[config.mk]
export PLATFORM = sky130hd
export DESIGN_NAME = tpg_channel
export DESIGN_NICKNAME = d
export VERILOG_FILES = /design/src/rtl/tpg_pkg.sv /design/src/rtl/tpg_regs.sv /design/src/rtl/tpg_time_cmp.sv /design/src/rtl/tpg_period.sv /design/src/rtl/tpg_channel.sv
export SDC_FILE = /design/constraint.sdc
export NUM_CORES = 1
export LEC_CHECK = 0
export BUFFER_PORTS_ARGS = -buffer_cell sky130_fd_sc_hd__buf_2
export CAP_MARGIN = 20
export CORE_AREA = 5 5 232 234
export DETAILED_ROUTE_END_ITERATION = 7
export DIE_AREA = 0 0 237 239
export PLACE_DENSITY = 0.51
export SLEW_MARGIN = 20
export SYNTH_ARGS = -nofsm -noshare
export SYNTH_HDL_FRONTEND = slang
export SYNTH_SLANG_ARGS = --single-unit
[constraint.sdc]
create_clock -name clk -period 5.78 [get_ports clk]
set_clock_uncertainty 0.15 [all_clocks]
set_input_delay 0.578 -clock clk [delete_from_list [all_inputs] [get_ports clk]]
set_output_delay 0.578 -clock clk [all_outputs]
set_load 0.1 [all_outputs]
[src/rtl/tpg_pkg.sv]
package tpg_pkg;

   typedef enum logic [2:0] {
      RA_CTRL   = 3'd0,
      RA_LEN    = 3'd1,
      RA_CMP_LO = 3'd2,
      RA_CMP_HI = 3'd3,
      RA_NUDGE  = 3'd4
   } reg_addr_e;

   typedef enum logic [0:0] {
      ST_WAIT = 1'b0,
      ST_RUN  = 1'b1
   } chan_state_e;

endpackage

[src/rtl/tpg_regs.sv]
module tpg_regs
   import tpg_pkg::*;
#(
   parameter int unsigned DATA_W  = 32,
   parameter int unsigned TIME_W  = 64,
   parameter int unsigned LEN_W   = 32,
   parameter int unsigned NUDGE_W = 8
) (
   input  logic                      clk,
   input  logic                      rst_n,
   input  logic                      wr_en,
   input  logic [2:0]                wr_addr,
   input  logic [DATA_W-1:0]         wr_data,
   output logic [TIME_W-1:0]         cmp_val,
   output logic [LEN_W-1:0]          len_val,
   output logic                      invert,
   output logic                      nudge_wr,
   output logic signed [NUDGE_W-1:0] nudge_val,
   output logic                      restart
);

   localparam int unsigned CMP_WORDS = TIME_W / DATA_W;

   logic [DATA_W-1:0] word_q [CMP_WORDS];
   logic [LEN_W-1:0]  len_q;
   logic              inv_q;
   logic              unused_ctrl_bits;

   assign unused_ctrl_bits = ^wr_data[DATA_W-1:1];

   for (genvar w = 0; w < CMP_WORDS; w++) begin : g_cmpw
      localparam logic [2:0] WADDR = 3'(int'(RA_CMP_LO) + w);
      always_ff @(posedge clk or negedge rst_n) begin
         if (!rst_n) begin
            word_q[w] <= '0;
         end else if (wr_en && wr_addr == WADDR) begin
            word_q[w] <= wr_data;
         end
      end
      assign cmp_val[w*DATA_W +: DATA_W] = word_q[w];
   end

   always_ff @(posedge clk or negedge rst_n) begin
      if (!rst_n) begin
         len_q <= '0;
         inv_q <= 1'b0;
      end else if (wr_en) begin
         if (wr_addr == RA_LEN)  len_q <= wr_data[LEN_W-1:0];
         if (wr_addr == RA_CTRL) inv_q <= wr_data[0];
      end
   end

   assign len_val   = len_q;
   assign invert    = inv_q;
   assign nudge_wr  = wr_en && (wr_addr == RA_NUDGE);
   assign nudge_val = $signed(wr_data[NUDGE_W-1:0]);
   assign restart   = wr_en && (wr_addr == RA_LEN ||
                                wr_addr == RA_CMP_LO ||
                                wr_addr == RA_CMP_HI);

endmodule

[src/rtl/tpg_time_cmp.sv]
module tpg_time_cmp #(
   parameter int unsigned TIME_W  = 64,
   parameter int unsigned SLICE_W = 16,
   parameter int unsigned STYLE   = 1
) (
   input  logic              clk,
   input  logic              rst_n,
   input  logic [TIME_W-1:0] time_in,
   input  logic [TIME_W-1:0] cmp_val,
   output logic              ge
);

   localparam int unsigned N_SL = TIME_W / SLICE_W;

   logic [TIME_W-1:0] time_q;

   always_ff @(posedge clk or negedge rst_n) begin
      if (!rst_n) time_q <= '0;
      else        time_q <= time_in;
   end

   if (STYLE == 0) begin : g_flat
      assign ge = (time_q >= cmp_val);
   end else begin : g_tree
      logic [N_SL:0] ge_chain;
      assign ge_chain[0] = 1'b1;
      for (genvar s = 0; s < N_SL; s++) begin : g_sl
         logic [SLICE_W-1:0] t_s;
         logic [SLICE_W-1:0] c_s;
         assign t_s = time_q[s*SLICE_W +: SLICE_W];
         assign c_s = cmp_val[s*SLICE_W +: SLICE_W];
         assign ge_chain[s+1] = (t_s > c_s) | ((t_s == c_s) & ge_chain[s]);
      end
      assign ge = ge_chain[N_SL];

      // the sliced chain must agree with a flat 64-bit comparison
      assert_tree_vs_flat_R4: assert property (@(posedge clk) disable iff (!rst_n)
         ge == (time_q >= cmp_val));
   end

endmodule

[src/rtl/tpg_period.sv]
module tpg_period
   import tpg_pkg::*;
#(
   parameter int unsigned LEN_W   = 32,
   parameter int unsigned NUDGE_W = 8
) (
   input  logic                      clk,
   input  logic                      rst_n,
   input  logic                      restart,
   input  logic [LEN_W-1:0]          len_val,
   input  logic                      cmp_ge,
   input  logic                      nudge_wr,
   input  logic signed [NUDGE_W-1:0] nudge_val,
   output logic                      active
);

   localparam int unsigned EXT_W = LEN_W + 2;
   localparam logic signed [EXT_W-1:0] ONE_S = EXT_W'(1);

   chan_state_e               state_q;
   logic                      active_q;
   logic [LEN_W-1:0]          cnt_q;
   logic [LEN_W-1:0]          lim_q;
   logic signed [NUDGE_W-1:0] pend_q;

   logic [LEN_W-1:0]          hi_len;
   logic [LEN_W-1:0]          lo_len;
   logic signed [EXT_W-1:0]   lo_eff;
   logic [LEN_W-1:0]          lo_lim;
   logic                      enabled;
   logic                      run_q;
   logic                      phase_end;
   logic                      take_nudge;

   assign lo_len  = len_val >> 1;
   assign hi_len  = len_val - lo_len;
   assign enabled = (len_val != '0);
   assign run_q   = (state_q == ST_RUN);
   assign lo_eff  = $signed({2'b00, lo_len}) +
                    $signed({{(EXT_W-NUDGE_W){pend_q[NUDGE_W-1]}}, pend_q});
   assign lo_lim  = (lo_eff < ONE_S) ? '0 : (lo_eff[LEN_W-1:0] - LEN_W'(1));

   assign phase_end  = run_q && (cnt_q == lim_q);
   assign take_nudge = !restart && phase_end && active_q && (lo_len != '0);

   always_ff @(posedge clk or negedge rst_n) begin
      if (!rst_n) begin
         pend_q <= '0;
      end else if (nudge_wr) begin
         pend_q <= nudge_val;
      end else if (restart || take_nudge) begin
         pend_q <= '0;
      end
   end

   always_ff @(posedge clk or negedge rst_n) begin
      if (!rst_n) begin
         state_q  <= ST_WAIT;
         active_q <= 1'b0;
         cnt_q    <= '0;
         lim_q    <= '0;
      end else if (restart) begin
         state_q  <= ST_WAIT;
         active_q <= 1'b0;
         cnt_q    <= '0;
      end else begin
         case (state_q)
            ST_WAIT: begin
               if (enabled && cmp_ge) begin
                  state_q  <= ST_RUN;
                  active_q <= 1'b1;
                  cnt_q    <= '0;
                  lim_q    <= hi_len - LEN_W'(1);
               end
            end
            ST_RUN: begin
               if (cnt_q == lim_q) begin
                  if (active_q) begin
                     if (lo_len != '0) begin
                        active_q <= 1'b0;
                        cnt_q    <= '0;
                        lim_q    <= lo_lim;
                     end
                  end else begin
                     active_q <= 1'b1;
                     cnt_q    <= '0;
                     lim_q    <= hi_len - LEN_W'(1);
                  end
               end else begin
                  cnt_q <= cnt_q + LEN_W'(1);
               end
            end
            default: state_q <= ST_WAIT;
         endcase
      end
   end

   assign active = active_q;

   // a zero length never coexists with an active waveform
   assert_len_zero_idle_R2: assert property (@(posedge clk) disable iff (!rst_n)
      (len_val == '0) |-> !active_q);

   // entering the run state requires the registered time to meet the start
   assert_start_needs_match_R3: assert property (@(posedge clk) disable iff (!rst_n)
      $rose(run_q) |-> $past(cmp_ge));

   // the phase counter never passes its limit
   assert_count_in_window_R5: assert property (@(posedge clk) disable iff (!rst_n)
      run_q |-> (cnt_q <= lim_q));

   // a restart leaves the waveform inactive on the following cycle
   assert_restart_idles_R6: assert property (@(posedge clk) disable iff (!rst_n)
      restart |=> !active_q);

   // length one holds the waveform active while running
   assert_len_one_holds_R7: assert property (@(posedge clk) disable iff (!rst_n)
      (run_q && active_q && len_val == LEN_W'(1) && !restart) |=> active_q);

endmodule

[src/rtl/tpg_channel.sv]
module tpg_channel
   import tpg_pkg::*;
#(
   parameter int unsigned DATA_W    = 32,
   parameter int unsigned TIME_W    = 64,
   parameter int unsigned LEN_W     = 32,
   parameter int unsigned NUDGE_W   = 8,
   parameter int unsigned SLICE_W   = 16,
   parameter int unsigned CMP_STYLE = 1
) (
   input  logic              clk,
   input  logic              rst_n,
   input  logic              wr_en,
   input  logic [2:0]        wr_addr,
   input  logic [DATA_W-1:0] wr_data,
   input  logic [TIME_W-1:0] time_in,
   output logic              pulse_out
);

   if (TIME_W != 2 * DATA_W) begin : g_bad_time_w
      $error("tpg_channel: TIME_W must be twice DATA_W");
   end
   if (LEN_W > DATA_W || LEN_W < 2) begin : g_bad_len_w
      $error("tpg_channel: LEN_W must lie in 2..DATA_W");
   end
   if (NUDGE_W >= LEN_W || NUDGE_W < 2) begin : g_bad_nudge_w
      $error("tpg_channel: NUDGE_W must lie in 2..LEN_W-1");
   end
   if (SLICE_W == 0 || (TIME_W % SLICE_W) != 0) begin : g_bad_slice_w
      $error("tpg_channel: SLICE_W must divide TIME_W");
   end
   if (CMP_STYLE > 1) begin : g_bad_style
      $error("tpg_channel: CMP_STYLE must be 0 or 1");
   end

   logic [TIME_W-1:0]         cmp_val;
   logic [LEN_W-1:0]          len_val;
   logic                      invert;
   logic                      nudge_wr;
   logic signed [NUDGE_W-1:0] nudge_val;
   logic                      restart;
   logic                      cmp_ge;
   logic                      active;

   tpg_regs #(
      .DATA_W  (DATA_W),
      .TIME_W  (TIME_W),
      .LEN_W   (LEN_W),
      .NUDGE_W (NUDGE_W)
   ) u_regs (
      .clk       (clk),
      .rst_n     (rst_n),
      .wr_en     (wr_en),
      .wr_addr   (wr_addr),
      .wr_data   (wr_data),
      .cmp_val   (cmp_val),
      .len_val   (len_val),
      .invert    (invert),
      .nudge_wr  (nudge_wr),
      .nudge_val (nudge_val),
      .restart   (restart)
   );

   tpg_time_cmp #(
      .TIME_W  (TIME_W),
      .SLICE_W (SLICE_W),
      .STYLE   (CMP_STYLE)
   ) u_cmp (
      .clk     (clk),
      .rst_n   (rst_n),
      .time_in (time_in),
      .cmp_val (cmp_val),
      .ge      (cmp_ge)
   );

   tpg_period #(
      .LEN_W   (LEN_W),
      .NUDGE_W (NUDGE_W)
   ) u_period (
      .clk       (clk),
      .rst_n     (rst_n),
      .restart   (restart),
      .len_val   (len_val),
      .cmp_ge    (cmp_ge),
      .nudge_wr  (nudge_wr),
      .nudge_val (nudge_val),
      .active    (active)
   );

   assign pulse_out = active ^ invert;

   // a polarity write alone does not disturb the waveform
   assert_ctrl_no_restart_R9: assert property (@(posedge clk) disable iff (!rst_n)
      (wr_en && wr_addr == RA_CTRL) |-> !restart);

endmodule

==> impl_metrics.env, run 1 <==
export IMPL_hpwl_mm=31.42
export IMPL_p_leak_uw=0.007996
export IMPL_clk_pin_slew_ns=0.06
export IMPL_p_switching_uw=2588
export IMPL_grt_max_degree=125
export IMPL_rows=84
export IMPL_tightest_slew_ns=1.118
export IMPL_clock_path_buffers=3
export IMPL_syn_to_final_growth_pct=19.25
export IMPL_crit_path_end_kind="register"
export IMPL_syn_cell_area_sq_um=15200
export IMPL_grt_pass1_vias=11970
export IMPL_dieArea_sq_um=56640
export IMPL_start_kind="register"
export IMPL_internal_power_uw=4160
export IMPL_portBuffers=102
export IMPL_drt_iter0_markers=658
export IMPL_num_io_pins=103
export IMPL_setup_tns_final_ns=0
export IMPL_h_tree_depth=1
export IMPL_synth_edf_count=0
export IMPL_crit_fanout=29
export IMPL_worstReg2RegEnd="u_period.lim_q[30]$_DFFE_PN0P_"
export IMPL_status="finished, final reports clean"
export IMPL_comb_power_share_pct=41.2
export IMPL_ys_warn_count=0
export IMPL_min_period_over_period_pct=88.79
export IMPL_place_gp_congestion=0.8436
export IMPL_slew_headroom_pct=25.44
export IMPL_start_util_pct=29.33
export IMPL_grt_pass1_wl_mm=64.83
export IMPL_syn_inst=1607
export IMPL_max_cap_violations=0
export IMPL_antenna_found_initial=3
export IMPL_syn_mean_instance_area_sq_um=9.458
export IMPL_dr_pass1_iters=5
export IMPL_cts_root_buffer="clkbuf_16"
export IMPL_drive_gt1_share_pct=13.32
export IMPL_power_uw=6748
export IMPL_finalMaxSlewViolations=0
export IMPL_viasPerCell=4.807
export IMPL_ctsResizeCount=0
export IMPL_fmax_mhz=194.9
export IMPL_hold_buffers=65
export IMPL_swShare_pct=38.35
export IMPL_rsz0062_at_grt="false"
export IMPL_worstRegToRegCells=12
export IMPL_r2r_slack_ns=0.65
export IMPL_grtUsageTotal_pct=14.00
export IMPL_ys_flop_type="dfrtp_1"
export IMPL_min_path_type="in2reg"
export IMPL_worstPathArrival_ns=5.44
export IMPL_crit_end="u_period.lim_q[30]$_DFFE_PN0P_"
export IMPL_antenna_left=0
export IMPL_finalHoldViolCount=0
export IMPL_setup_viol=0
export IMPL_fin_crit_ns=5.132
export IMPL_synth_seq_cells=235
export IMPL_nets=2038
export IMPL_core_area_sq_um=51810
export IMPL_remaining_drc_errors=0
export IMPL_required_ns=6.09
export IMPL_irDropWorstVdd_v=0.0001831
export IMPL_p_seq_share_pct=32.0
export IMPL_vias=11940
export IMPL_grt_overflow_total=0
export IMPL_cellPowerDensity_nw_per_um2=372.3
export IMPL_final_util_pct=34.98
export IMPL_fin_ws_ns=0.6480
export IMPL_drt_wl_total_mm=40.52
export IMPL_avgRoutedWirePerCell_um=16.31
export IMPL_pre_cts_slack_ns=0.6816
export IMPL_die_w_um=237
export IMPL_clk_latency_ns=0.56
export IMPL_cts_tree="yes"
export IMPL_crit_path_start="u_period.pend_q[7]$_DFFE_PN0P_"
export IMPL_synthArstFlopShare_pct=100.0
export IMPL_synth_fp_nets=1871
export IMPL_die_h_um=239
export IMPL_path_class="reg2reg"
export IMPL_numCtsBuffers=28
export IMPL_cts_sinks=235
export IMPL_post_cts_repair_setup_buffers=0
export IMPL_r2r_start="u_period.pend_q[7]$_DFFE_PN0P_"
export IMPL_p_clk_share_pct=26.8
export IMPL_synth_cell_types=81
export IMPL_ys_seq_area_share_pct=38.69
==> power by group through the flow <==
stage	clock network [uW]	registers, uW	logic (uW)
2_1_floorplan	0	2110	2020
3_3_place_gp	0	2190	2720
3_5_place_dp	0	2190	2740
4_1_cts	1870	2170	2800
5_1_grt	1940	2200	3100
6_report	1810	2160	2780
==> per-layer routing <==
metal | vias up | track usage, % | routed length, um
li1 | 6006 | - | -
met1 | 5676 | 18.46 | 18480
met2 | 197 | 23.59 | 18950
met5 | - | 0 | 13
met4 | 2 | 4.425 | 1362
met3 | 60 | 2.365 | 1709
==> cells by family (layout without fill, tap and decap cells) <==
logic type      after synthesis  after routing  share of synthesized area (%)
fa+ha+maj                   162            162                          13.43
flops                       235            235                          38.69
buf+inv                     186            373                          4.725
mux                          36             36                          2.659
other cells                   0              2                              0
simple gates                468            468                          15.44
xor+xnor                    137            137                          7.894
compound gates              383            383                          17.16
==> worst min path at each step <==
stage / from / to / cells past startpoint
after floorplan: rst_n / u_cmp.time_q[0]$_DFF_PN0_ / 0
after global placement: u_regs.cmp_val[57]$_DFFE_PN0P_ / u_regs.cmp_val[57]$_DFFE_PN0P_ / 1
after detailed placement: u_regs.cmp_val[52]$_DFFE_PN0P_ / u_regs.cmp_val[52]$_DFFE_PN0P_ / 1
after CTS: wr_data[16] / u_regs.len_val[16]$_DFFE_PN0P_ / 3
after global routing: wr_data[24] / u_regs.cmp_val[24]$_DFFE_PN0P_ / 3
final: wr_data[16] / u_regs.len_val[16]$_DFFE_PN0P_ / 3
==> cells in the final DEF (no fill, tap or decap), drive strengths merged, types with 25 or more instances in the layout <==
cell type	count
dfrtp	235
ha	160
inv	148
nor2	123
nand2	122
xnor2	114
a21oi	112
buf	111
o21ai	103
dlygate4sd3	65
clkbuf	38
mux2	35
nand3	34
nand4	32
a21o	30
nor3	29
nor4	25
a22oi	25
==> layout make-up <==
| class | instances | area [sq um] |
|---|---|---|
| antenna | 2 | 5.005 |
| clock buffer | 38 | 799.5 |
| fill | 5233 | 33690 |
| inverter | 147 | 551.8 |
| multi-input combinational | 1186 | 8627 |
| tap | 688 | 860.8 |
| timing repair buffer | 176 | 1251 |
| clock inverter | 12 | 148.9 |
| sequential | 235 | 5881 |
==> state kept, by name, indices dropped and copies added (netlist names), 8 cells and up <==
| name | cells |
|---|---|
| u_period.pend_q | 8 |
| u_regs.len_val | 32 |
| u_regs.cmp_val | 64 |
| u_period.cnt_q | 32 |
| u_cmp.time_q | 64 |
| u_period.lim_q | 32 |
==> cell usage after synthesis, types with 5 or more instances <==
cell	count	area [sq um]
nor2_1	123	461.7
a22o_1	9	78.83
nand2_1	122	457.9
xnor2_1	114	998.5
or2_2	6	37.54
o31ai_1	6	45.04
nand2b_1	22	137.6
and3_1	9	56.30
o221ai_1	7	61.31
nand3_1	34	170.2
and2_1	6	37.54
o21ai_0	97	485.5
a211oi_1	6	45.04
o21ai_1	6	30.03
ha_1	160	2002
a22oi_2	16	200.2
a31oi_1	5	31.28
o21a_1	12	90.09
nor3_1	29	145.1
clkbuf_1	30	112.6
nor4_1	22	137.6
nand4_1	32	200.2
a21o_1	30	225.2
inv_1	147	551.8
nor2b_1	14	87.58
or3_1	14	87.58
nor3b_1	9	67.56
mux2_2	35	394.1
o21bai_1	15	112.6
o211ai_1	10	75.07
nor4b_1	9	78.83
a21oi_1	109	545.5
a22oi_1	9	67.56
dfrtp_1	235	5881
xor2_1	23	201.4
==> metrics by stage <==
| step | hold WS, ns | instance area, sq um | std cells |
|---|---|---|---|
| after floorplan | 0.1324 | 15200 | 1607 |
| after global placement | 0.3384 | 16520 | 2367 |
| after global routing | 0.1204 | 18120 | 2483 |
| after CTS | 0.09876 | 18120 | 2482 |
| final | 0.1243 | 18120 | 2484 |
| after detailed placement | 0.3440 | 16520 | 2367 |
==> critical path, cell delays in order, from the launching register on <==
cell      delay (ns)
dfrtp_1         1.08
ha_1            0.52
and3_4          0.25
and3_4          0.17
a22oi_1         0.27
o2111a_1        0.26
o21ai_1         0.13
o22ai_1         0.31
xnor2_1         0.23
o221ai_1        0.23
a41oi_4         0.83
nand2_1         0.33
o221ai_1        0.27
Power figures use the tool's default switching activity.
==> inputs of run 2 (changes only) <==
--- a/config.mk
+++ b/config.mk
@@ -7,11 +7,12 @@
 export LEC_CHECK = 0
 export BUFFER_PORTS_ARGS = -buffer_cell sky130_fd_sc_hd__buf_2
 export CAP_MARGIN = 20
-export CORE_AREA = 5 5 232 234
+export CORE_AREA = 5 5 237 239
 export DETAILED_ROUTE_END_ITERATION = 7
-export DIE_AREA = 0 0 237 239
+export DIE_AREA = 0 0 242 244
 export PLACE_DENSITY = 0.51
 export SLEW_MARGIN = 20
 export SYNTH_ARGS = -nofsm -noshare
 export SYNTH_HDL_FRONTEND = slang
+export SYNTH_HIERARCHICAL = 1
 export SYNTH_SLANG_ARGS = --single-unit
==> run 2 against run 1 <==
Final cell count down 1.5%. Critical path type unchanged. Clock power up 4%. Largest cell class unchanged. Non-clock buffer count up 2. Largest power group unchanged. Setup slack better by 0.29 ns. Worst hold slack better by 0.023 ns.
==> impl_metrics.env, run 2 <==
export IMPL_place_gp_congestion=0.8860
export IMPL_core_area_sq_um=53600
export IMPL_cts_sinks=235
export IMPL_post_cts_repair_setup_buffers=0
export IMPL_finalMaxSlewViolations=0
export IMPL_place_area_sq_um=16970
export IMPL_rows=85
export IMPL_ys_warn_count=6
export IMPL_crit_path_end_kind="register"
export IMPL_die_h_um=244
export IMPL_crit_slowest_cell="nor4b_4"
export IMPL_irDropWorstVdd_v=0.0002751
export IMPL_syn_to_final_growth_pct=17.13
export IMPL_tightest_slew_ns=1.182
export IMPL_start_util_pct=29.64
export IMPL_clock_path_buffers=3
export IMPL_synth_fp_nets=1841
export IMPL_required_ns=6.03
export IMPL_yosysMostFrequentCell="dfrtp_1"
export IMPL_worstPathArrival_ns=5.09
export IMPL_cts_root_buffer="clkbuf_16"
export IMPL_seqCellArea_sq_um=5881
export IMPL_status="finished, final reports clean"
export IMPL_remaining_drc_errors=0
export IMPL_synth_seq_cells=235
export IMPL_hold_buffers=65
export IMPL_max_cap_violations=0
export IMPL_fin_ws_ns=0.9377
export IMPL_p_leak_uw=0.008548
export IMPL_drive_gt1_share_pct=17.66
export IMPL_hold_ws_ns=0.1474
export IMPL_setup_tns_final_ns=0
export IMPL_fin_crit_ns=4.842
export IMPL_ys_seq_area_share_pct=37.01
export IMPL_layout_commonest_cell="dfrtp_1"
export IMPL_ys_flop_type="dfrtp_1"
export IMPL_grt_pass1_wl_mm=66.73
export IMPL_numCtsBuffers=28
export IMPL_dr_pass1_iters=5
export IMPL_syn_mean_instance_area_sq_um=10.07
export IMPL_syn_inst=1577
export IMPL_slew_headroom_pct=20.50
export IMPL_avgRoutedWirePerCell_um=16.90
export IMPL_num_io_pins=103
export IMPL_synthTopCellsByArea="dfrtp_1 37%, ha_1 13%, mux2_4 5.7%"
export IMPL_cellPowerDensity_nw_per_um2=378.0
export IMPL_drt_wl_total_mm=41.35
export IMPL_finalHoldViolCount=0
export IMPL_min_path_type="in2reg"
export IMPL_clk_latency_ns=0.55
export IMPL_post_synth_top_area_fraction_pct=37.01
export IMPL_viasPerCell=4.910
export IMPL_hpwl_mm=31.91
export IMPL_path_class="reg2reg"
export IMPL_vias=12010
export IMPL_syn_cell_area_sq_um=15890
export IMPL_setup_viol=0
export IMPL_nets=1992
export IMPL_critPathMaxStageDelay_ns=0.53
export IMPL_grt_overflow_total=0
export IMPL_drt_iter0_markers=608
export IMPL_crit_fanout=27
export IMPL_h_tree_depth=1
export IMPL_clk_pin_slew_ns=0.06
export IMPL_rsz0062_at_grt="false"
export IMPL_grt_pass1_vias=12370
export IMPL_grtUsageTotal_pct=13.70
export IMPL_final_cell_mix="235 x dfrtp_1, 160 x ha_1, 130 x inv_1, 101 x buf_2, 99 x nand2_1"
export IMPL_n_fill_cell=5442
export IMPL_antenna_found_initial=2
export IMPL_grt_max_degree=136
export IMPL_cts_tree="yes"
export IMPL_die_w_um=242
export IMPL_power_uw=7035
export IMPL_antenna_left=0
export IMPL_design_area_sq_um=18610
export IMPL_synth_largest_area_cell="dfrtp_1"
export IMPL_pre_cts_slack_ns=0.9402
export IMPL_synthArstFlopShare_pct=100.0
export IMPL_synth_cell_types=88
export IMPL_portBuffers=102
export IMPL_multiInputGateArea_sq_um=9115
export IMPL_ctsResizeCount=0
export IMPL_synth_edf_count=0
export IMPL_dieArea_sq_um=59050
export IMPL_min_period_over_period_pct=83.78
export IMPL_synth_commonest_cells="235 x dfrtp_1, 160 x ha_1, 130 x inv_1"
export IMPL_path_cells="buf_4, ha_1, nand4_1, nor3_1, nand4_1, a31oi_1, o221ai_2, nor4b_4, nand4b_2, nor4b_4, a41oi_4, a221oi_1, a21oi_1"
export IMPL_fmax_mhz=206.5
export IMPL_start_kind="register"
[run 2: changes by cell type after synthesis, sizes merged, moves of 11 or more]
cell,before,now
nand2,122,100
xor2,23,74
xnor2,114,56
o21ai,103,89
inv,147,130
nand3,34,21
a21oi,112,93
buf,9,33
nor2,123,94
mux2,35,99
a31oi,5,16
[run 2: path summary, 6_finish.rpt]
check	from	end	slack, ns	cells after the start
min reg2reg	u_period/lim_q[15]$_DFFE_PN0P_	u_period/lim_q[15]$_DFFE_PN0P_	0.35	2
max	u_period/pend_q[7]$_DFFE_PN0P_	u_period/lim_q[20]$_DFFE_PN0P_	0.94	13
max in group asynchronous	rst_n	u_regs/len_val[1]$_DFFE_PN0P_	3.86	3
max reg2reg	u_period/pend_q[7]$_DFFE_PN0P_	u_period/lim_q[20]$_DFFE_PN0P_	0.94	13
min in group asynchronous	rst_n	u_regs/cmp_val[56]$_DFFE_PN0P_	0.46	2
min	wr_data[8]	u_regs/len_val[8]$_DFFE_PN0P_	0.15	2
[run 2: cell type report]
cell class	instances	share of cell area, %
diodes	1	0.01345
clock buffers	39	4.370
clock inverters	13	0.9279
inverters	130	2.622
multi-input cells	1155	48.98
flip-flops and latches	235	31.60
well taps	696	4.680
repair buffers	178	6.804
[run 2: cells by family (layout without fill, tap and decap cells)]
family                   Yosys count  in the layout  share of synthesized area [%]
AO/OA/AOI/OAI                    362            362                          15.40
AND/OR/NAND/NOR                  398            398                          13.14
flip-flops                       235            235                          37.01
XOR/XNOR                         130            130                          7.166
buffers and inverters            187            360                          5.662
other                              0              1                              0
adder cells (fa/ha/maj)          162            162                          12.85
multiplexers                     103            103                          8.765
[run 2: layer usage]
metal,global-route usage (%),routed length [um],up-vias
met4,4.431,1313,2
met1,18.19,19050,5783
li1,-,-,5936
met2,23.56,19710,229
met5,0,13,-
met3,1.452,1260,64
[run 2: power by group]
group	switching, uW	total, uW	internal, uW
clock network	719	1880	1160
registers	251	2190	1940
logic	1740	2970	1220
total	2710	7030	4320
[run 2: critical path: cells and delay by family (launching register included)]
kind / cells / cell delay (ns)
simple gates: 6 / 1.86
compound gates: 5 / 1.50
fa+ha+maj: 1 / 0.48
flops: 1 / 0.43
buf+inv: 1 / 0.25
[run 2: stage by stage]
| step | std cells | util [%] |
|---|---|---|
| after floorplan | 1577 | - |
| after global placement | 2329 | 31.65 |
| after detailed placement | 2329 | 31.66 |
| after CTS | 2446 | 34.71 |
| after global routing | 2447 | 34.72 |
| final | 2447 | 34.72 |
